## config.mk

```make
export PLATFORM = sky130hd
export DESIGN_NAME = boot_alias_decoder
export DESIGN_NICKNAME = d
export VERILOG_FILES = /design/src/rtl/boot_alias_pkg.sv /design/src/rtl/region_match.sv /design/src/rtl/boot_mode_fsm.sv /design/src/rtl/boot_alias_decoder.sv
export SDC_FILE = /design/constraint.sdc
export NUM_CORES = 1
export LEC_CHECK = 0
export ABC_AREA = 1
export BUFFER_PORTS_ARGS = -buffer_cell sky130_fd_sc_hd__buf_2
export CAP_MARGIN = 15
export CORE_MARGIN = 3
export CORE_UTILIZATION = 39
export CTS_CLUSTER_DIAMETER = 50
export DETAILED_ROUTE_END_ITERATION = 6
export PLACE_DENSITY = 0.85
export SLEW_MARGIN = 20
export SYNTH_ARGS = -nofsm -noshare
export SYNTH_HDL_FRONTEND = slang
export SYNTH_SLANG_ARGS = --single-unit
```

## constraint.sdc

```tcl
create_clock -name clk -period 3.5 [get_ports clk]
set_input_delay 0.175 -clock clk [delete_from_list [all_inputs] [get_ports clk]]
set_output_delay 0.175 -clock clk [all_outputs]
set_load 0.02 [all_outputs]
```

## src/rtl/boot_alias_pkg.sv

```systemverilog
package boot_alias_pkg;

    typedef enum logic [1:0] {
        MAP_PENDING = 2'd0,
        MAP_FLASH   = 2'd1,
        MAP_SYSMEM  = 2'd2,
        MAP_SRAM    = 2'd3
    } map_state_e;

    localparam int TGT_N = 3;

    localparam logic [TGT_N-1:0] SEL_NONE   = 3'b000;
    localparam logic [TGT_N-1:0] SEL_FLASH  = 3'b001;
    localparam logic [TGT_N-1:0] SEL_SYSMEM = 3'b010;
    localparam logic [TGT_N-1:0] SEL_SRAM   = 3'b100;

    function automatic int max2(input int a, input int b);
        return (a > b) ? a : b;
    endfunction

endpackage

```

## src/rtl/region_match.sv

```systemverilog
module region_match #(
    parameter int          ADDR_W = 32,
    parameter int          WIN_AW = 19,
    parameter logic [31:0] BASE   = 32'h0
) (
    input  logic [ADDR_W-1:0] addr,
    output logic              hit,
    output logic [WIN_AW-1:0] offset
);
    localparam int TAG_W = ADDR_W - WIN_AW;
    localparam logic [TAG_W-1:0] TAG = BASE[ADDR_W-1:WIN_AW];

    // High-order tag compare only; low bits pass through as the offset.
    always_comb begin
        hit    = (addr[ADDR_W-1:WIN_AW] == TAG);
        offset = addr[WIN_AW-1:0];
    end

endmodule

```

## src/rtl/boot_mode_fsm.sv

```systemverilog
module boot_mode_fsm
    import boot_alias_pkg::*;
(
    input  logic       clk,
    input  logic       rst_n,
    input  logic [1:0] boot_sel,
    output map_state_e map_state
);
    map_state_e state_q, state_d;

    always_ff @(posedge clk or negedge rst_n) begin
        if (!rst_n) begin
            state_q <= MAP_PENDING;
        end else begin
            state_q <= state_d;
        end
    end

    always_comb begin
        state_d = state_q;
        unique case (state_q)
            MAP_PENDING: begin
                unique casez (boot_sel)
                    2'b00:   state_d = MAP_FLASH;
                    2'b01:   state_d = MAP_SYSMEM;
                    2'b1?:   state_d = MAP_SRAM;
                    default: state_d = MAP_FLASH;
                endcase
            end
            MAP_FLASH:  state_d = MAP_FLASH;
            MAP_SYSMEM: state_d = MAP_SYSMEM;
            MAP_SRAM:   state_d = MAP_SRAM;
            default:    state_d = MAP_PENDING;
        endcase
    end

    assign map_state = state_q;

    // the pending state lasts exactly one edge after reset release
    assert_pending_exit_R4: assert property (@(posedge clk) disable iff (!rst_n)
        (state_q == MAP_PENDING) |=> (state_q != MAP_PENDING));

    // once mapped, the mapping never moves until reset
    assert_map_held_R6: assert property (@(posedge clk) disable iff (!rst_n)
        (state_q != MAP_PENDING) |=> (state_q == $past(state_q)));

endmodule

```

## src/rtl/boot_alias_decoder.sv

```systemverilog
module boot_alias_decoder
    import boot_alias_pkg::*;
#(
    parameter int          ADDR_W     = 32,
    parameter int          FLASH_AW   = 19,
    parameter int          SYS_AW     = 12,
    parameter int          SRAM_AW    = 16,
    parameter int          ALIAS_AW   = 19,
    parameter logic [31:0] FLASH_BASE = 32'h0800_0000,
    parameter logic [31:0] SYS_BASE   = 32'h1FFF_F000,
    parameter logic [31:0] SRAM_BASE  = 32'h2000_0000,
    parameter logic [31:0] ALIAS_BASE = 32'h0000_0000,
    parameter int          LOC_W      = 19
) (
    input  logic              clk,
    input  logic              rst_n,
    input  logic [1:0]        boot_sel,
    input  logic              valid,
    input  logic              wr,
    input  logic [ADDR_W-1:0] addr,
    output logic [TGT_N-1:0]  mem_sel,
    output logic [LOC_W-1:0]  local_addr,
    output logic              mem_wr,
    output logic              dec_err
);
    localparam int WIDEST = max2(max2(FLASH_AW, SYS_AW), max2(SRAM_AW, ALIAS_AW));

    initial begin
        if (LOC_W < WIDEST) $error("LOC_W narrower than widest window");
    end

    map_state_e            map_state;
    logic                  hit_f, hit_s, hit_r, hit_a;
    logic [FLASH_AW-1:0]   off_f;
    logic [SYS_AW-1:0]     off_s;
    logic [SRAM_AW-1:0]    off_r;
    logic [ALIAS_AW-1:0]   off_a;
    logic                  a_fits_sys, a_fits_sram, a_fits_flash;

    boot_mode_fsm u_mode (
        .clk       (clk),
        .rst_n     (rst_n),
        .boot_sel  (boot_sel),
        .map_state (map_state)
    );

    region_match #(.ADDR_W(ADDR_W), .WIN_AW(FLASH_AW), .BASE(FLASH_BASE)) u_flash (
        .addr(addr), .hit(hit_f), .offset(off_f));
    region_match #(.ADDR_W(ADDR_W), .WIN_AW(SYS_AW), .BASE(SYS_BASE)) u_sys (
        .addr(addr), .hit(hit_s), .offset(off_s));
    region_match #(.ADDR_W(ADDR_W), .WIN_AW(SRAM_AW), .BASE(SRAM_BASE)) u_sram (
        .addr(addr), .hit(hit_r), .offset(off_r));
    region_match #(.ADDR_W(ADDR_W), .WIN_AW(ALIAS_AW), .BASE(ALIAS_BASE)) u_alias (
        .addr(addr), .hit(hit_a), .offset(off_a));

    // Alias offset must fall inside the target memory's own window.
    always_comb begin
        a_fits_flash = ((off_a >> FLASH_AW) == '0);
        a_fits_sys   = ((off_a >> SYS_AW)   == '0);
        a_fits_sram  = ((off_a >> SRAM_AW)  == '0);
    end

    // Output process: select, offset and error from address and mode.
    always_comb begin
        mem_sel    = SEL_NONE;
        local_addr = '0;
        dec_err    = 1'b0;
        if (valid) begin
            if (hit_f) begin
                mem_sel    = SEL_FLASH;
                local_addr = LOC_W'(off_f);
            end else if (hit_s) begin
                mem_sel    = SEL_SYSMEM;
                local_addr = LOC_W'(off_s);
            end else if (hit_r) begin
                mem_sel    = SEL_SRAM;
                local_addr = LOC_W'(off_r);
            end else if (hit_a) begin
                unique case (map_state)
                    MAP_FLASH: begin
                        if (a_fits_flash) begin
                            mem_sel    = SEL_FLASH;
                            local_addr = LOC_W'(off_a);
                        end else begin
                            dec_err = 1'b1;
                        end
                    end
                    MAP_SYSMEM: begin
                        if (a_fits_sys) begin
                            mem_sel    = SEL_SYSMEM;
                            local_addr = LOC_W'(off_a);
                        end else begin
                            dec_err = 1'b1;
                        end
                    end
                    MAP_SRAM: begin
                        if (a_fits_sram) begin
                            mem_sel    = SEL_SRAM;
                            local_addr = LOC_W'(off_a);
                        end else begin
                            dec_err = 1'b1;
                        end
                    end
                    default: dec_err = 1'b1;
                endcase
            end else begin
                dec_err = 1'b1;
            end
        end
        mem_wr = wr && (mem_sel != SEL_NONE);
    end

    // exactly one of select bits and error per valid access
    assert_one_outcome_R11: assert property (@(posedge clk) disable iff (!rst_n)
        valid |-> ($countones({mem_sel, dec_err}) == 1));

    // idle bus drives nothing
    assert_idle_quiet_R9: assert property (@(posedge clk) disable iff (!rst_n)
        !valid |-> (mem_sel == SEL_NONE && !dec_err && !mem_wr));

    // alias unusable before capture
    assert_alias_pending_R7: assert property (@(posedge clk) disable iff (!rst_n)
        (valid && map_state == MAP_PENDING && hit_a) |-> (dec_err && mem_sel == SEL_NONE));

    // write strobe only with a selected memory and a write access
    assert_wr_strobe_R10: assert property (@(posedge clk) disable iff (!rst_n)
        mem_wr |-> (wr && valid && $onehot0(mem_sel) && mem_sel != SEL_NONE));

endmodule

```

==> key figures <==
Finish
  – Layout cell share with drive strength beyond 1: 47.06%
  – Fillers: 151
  – Antenna cells: 0
  – Final design area excluding fillers: 989.7 sq um
  – Flip-flop count of the largest register, all copies and words added: 2
  – Relative area change from synthesis to final layout: 53.89%
  – Net total in the final layout: 227
  – Final instance count without filler cells: 203

Worst setup path
  – Critical Path Most Common Cell: nor2_1
  – Dominant delay contributor by cell family on the critical path: compound AO/OA/AOI/OAI gates
  – Largest stage delay on the critical path: 0.57 ns
  – Cells along the critical path: inv_1, nor2_1, nand3_1, nor2_1, nand3_1, nand3_2, o21ai_2, nor2_1, buf_2
  – Buf/Inv on CP: 2
  – Arrival time worst endpoint: 1.86 ns
  – Type of the worst setup path: flop to output port
  – Slowest CP cell: o21ai_2
  – Endpoint kind of the worst setup timing path: output port
  – CP max FO: 12
  – Data required time of the critical path: approximately 3.3 ns
  – Startpoint kind of the worst setup timing path: flop

Drt
  – Vias post-DR: 921
  – Number of search-and-repair iterations in the first detailed-routing pass: 4
  – Wire length after detailed routing: 1768 um
  – Number of design-rule violations left by the first detailed-router iteration: 5
  – DRC Markers: 0
  – Routed Antenna Nets: 0
  – Wire length on met2: 883 um
  – DR WL met3: 198 um
  – Average wire per cell in the routed design: 8.709 um
  – Top routing layer used: met4
  – M1 wire length: 670 um
  – Average via count per standard cell: 4.537

Timing
  – Highest achievable clock rate: 491.9 MHz
  – Number of endpoints failing setup at the final stage: 0
  – Number of slew-limit violations in the final report: 0
  – Transition at the pin with the smallest max-transition slack: around 0.71 ns
  – Setup TNS Final: 0 ns
  – Post-route fraction of the period consumed by the critical path: 58.08%
  – Hold violation count in the final report: 0
  – Post-layout min period: 2.033 ns
  – Worst clock skew on the final layout: 0.0005044 ns
  – Final worst setup slack: between 1 and 1.5 ns
  – RSZ-0062 raised after global routing: no
  – Worst slew margin relative to its limit: 52.54%

Yosys
  – Number of enable-type register cells in the synthesized netlist: 0
  – Sequential element share of the synthesized area: 7.782%
  – Leading area contributor after synthesis: nor2_1
  – Mean Syn Cell Area: 5.229 sq um
  – Leading register cell type out of synthesis: dfrtp_1
  – Fraction of synthesis flops using an asynchronous set or reset pin: 100.0%
  – Synth Net Count: 161
  – Number of instances in the synthesized netlist: 123
  – Area share of the largest cell type after synthesis: ~18%
  – Register bit count reported by yosys: 2
  – Most frequently used cell type in the post-synthesis netlist: nor2_1
  – Post-synthesis cell type count: 17
  – Top cell types by occurrence after synthesis: nor2_1, inv_1, nand2_1
  – Cell types with the largest area share after synthesis: nor2_1, inv_1, nand2_1, nor2_2, dfrtp_1
  – Area of the mapped netlist: 643.1 sq um
  – Yosys warns: 0

Clocking
  – Number of sinks driven by the clock tree: 2
  – Clock tree from TritonCTS: yes
  – Clock root buffer: clkbuf_4
  – Post-CTS Setup Inserts: 0
  – Inserted Clock Buffers: 3
  – Clock H-tree levels: 1
  – Clock latency on the worst-skew pair: 0.22 ns
  – Clock transition at the register clock pins on the worst setup and hold paths after CTS: approximately 0.030 ns
  – Hold_buf cts: 1
  – Buffer levels on the longest clock path: 2
  – Number of gates resized after CTS: 0

Placement
  – Total cell area at the placement stage: 957.2 sq um
  – Routability congestion estimate from global placement: 0.7930
  – Count of buffers inserted at the top-level ports: 61
  – Number of placed instances, taps included: 199
  – Placed wire-length estimate: between 1500 and 2000 um
  – Pre-CTS setup slack: 1.684 ns

GRT
  – Wire length of the first global-routing pass: 2691 um
  – Antenna violations before repair: 0
  – Global router's overall resource usage: 16.34%
  – Via count of the first global-routing pass: about 740
  – Largest net degree at the start of global routing: 13
  – Global-route congestion overflow total: 0

Pwr
  – Peak VDD IR: between 0.00015 and 0.0002 V
  – Final Power: approximately 0.00012 W
  – Leakage: 0.7224 nW
  – Power per cell area: 122.0 nW/um^2

Run
  – Max-Cap Viols: 0

Die
  – Standard-cell row count: 14
  – Total I/O pin count: 62
  – Area of the core region: 1524 sq um
  – Die area: between 2000 and 2500 sq um
  – Die extent in y: 46.61 um
  – Die Width: 46.61 um
  – Starting density of the core: 42.20%

Status
  – Status: complete, no violations

Worst hold path
  – Hold crit path type: input port to flop
## routing by layer
metal / GRT usage, % / vias to the layer above
met1: 18.54 / 389
met3: 1.563 / 2
met4: 5.525 / 0
li1: - / 491
met2: 31.04 / 39
met5: 0 / -
## worst register-to-register path: stages (launching register included)
cell     delay [ns]
dfrtp_1        0.36
inv_1          0.06
nor2_1         0.14
a21oi_1        0.06
## layout by cell type (no fill, tap or decap)
| master | Yosys | final |
|---|---|---|
| buf_2 | 0 | 61 |
| nor2_1 | 31 | 31 |
| inv_1 | 27 | 27 |
| nand2_1 | 24 | 24 |
| nor2_2 | 10 | 10 |
| nand3_1 | 9 | 9 |
| nand2_2 | 4 | 4 |
| nand3_2 | 4 | 4 |
| nor2_4 | 3 | 3 |
| clkbuf_4 | 0 | 3 |
| a21oi_1 | 2 | 2 |
| dfrtp_1 | 2 | 2 |
| nor2_8 | 1 | 1 |
| and2_1 | 1 | 1 |
| nand3b_2 | 1 | 1 |
| o21ai_2 | 1 | 1 |
| nand4_1 | 1 | 1 |
| o21ai_0 | 1 | 1 |
| dlygate4sd3_1 | 0 | 1 |
## report_power, final
part / leakage [nW] / switching (W) / internal, W
registers: 0.0227 / 0.000000000105 / 0.0000233
logic: 0.686 / 0.0000260 / 0.0000232
clock network: 0.0138 / 0.0000107 / 0.0000376
total: 0.722 / 0.0000367 / 0.0000841
## worst paths after layout
kind	slack, ns	cells after the start	start	to
min in group asynchronous	0.27	2	rst_n	u_mode.map_state[1]
max reg2reg	2.75	3	u_mode.map_state[1]	u_mode.map_state[0]
min	0.16	2	boot_sel[0]	u_mode.map_state[0]
max	1.47	9	u_mode.map_state[1]	local_addr[0]
min reg2reg	0.52	2	u_mode.map_state[1]	u_mode.map_state[1]
max in group asynchronous	3.14	2	rst_n	u_mode.map_state[0]
## final cells by class
type	count	area (sq um)	area share, %
multi-input cells	93	480.5	48.55
clock buffers	3	22.52	2.276
repair buffers	62	315.3	31.86
inverters	27	101.3	10.24
well taps	16	20.02	2.023
flip-flops and latches	2	50.05	5.057
## metrics by stage
step                hold slack [ns]  util (%)
finish                       0.1634     64.94
global route                 0.1697     64.94
CTS                          0.1655     64.94
detailed placement         -0.03755     62.81
floorplan                   -0.1206         -
global placement           -0.04004     62.81
## logic make-up after synthesis
family          Yosys count  synth area share, %
compound gates            4                3.696
buf+inv                  28                17.51
flops                     2                7.782
simple gates             89                71.01
Power figures use the tool's default switching activity.
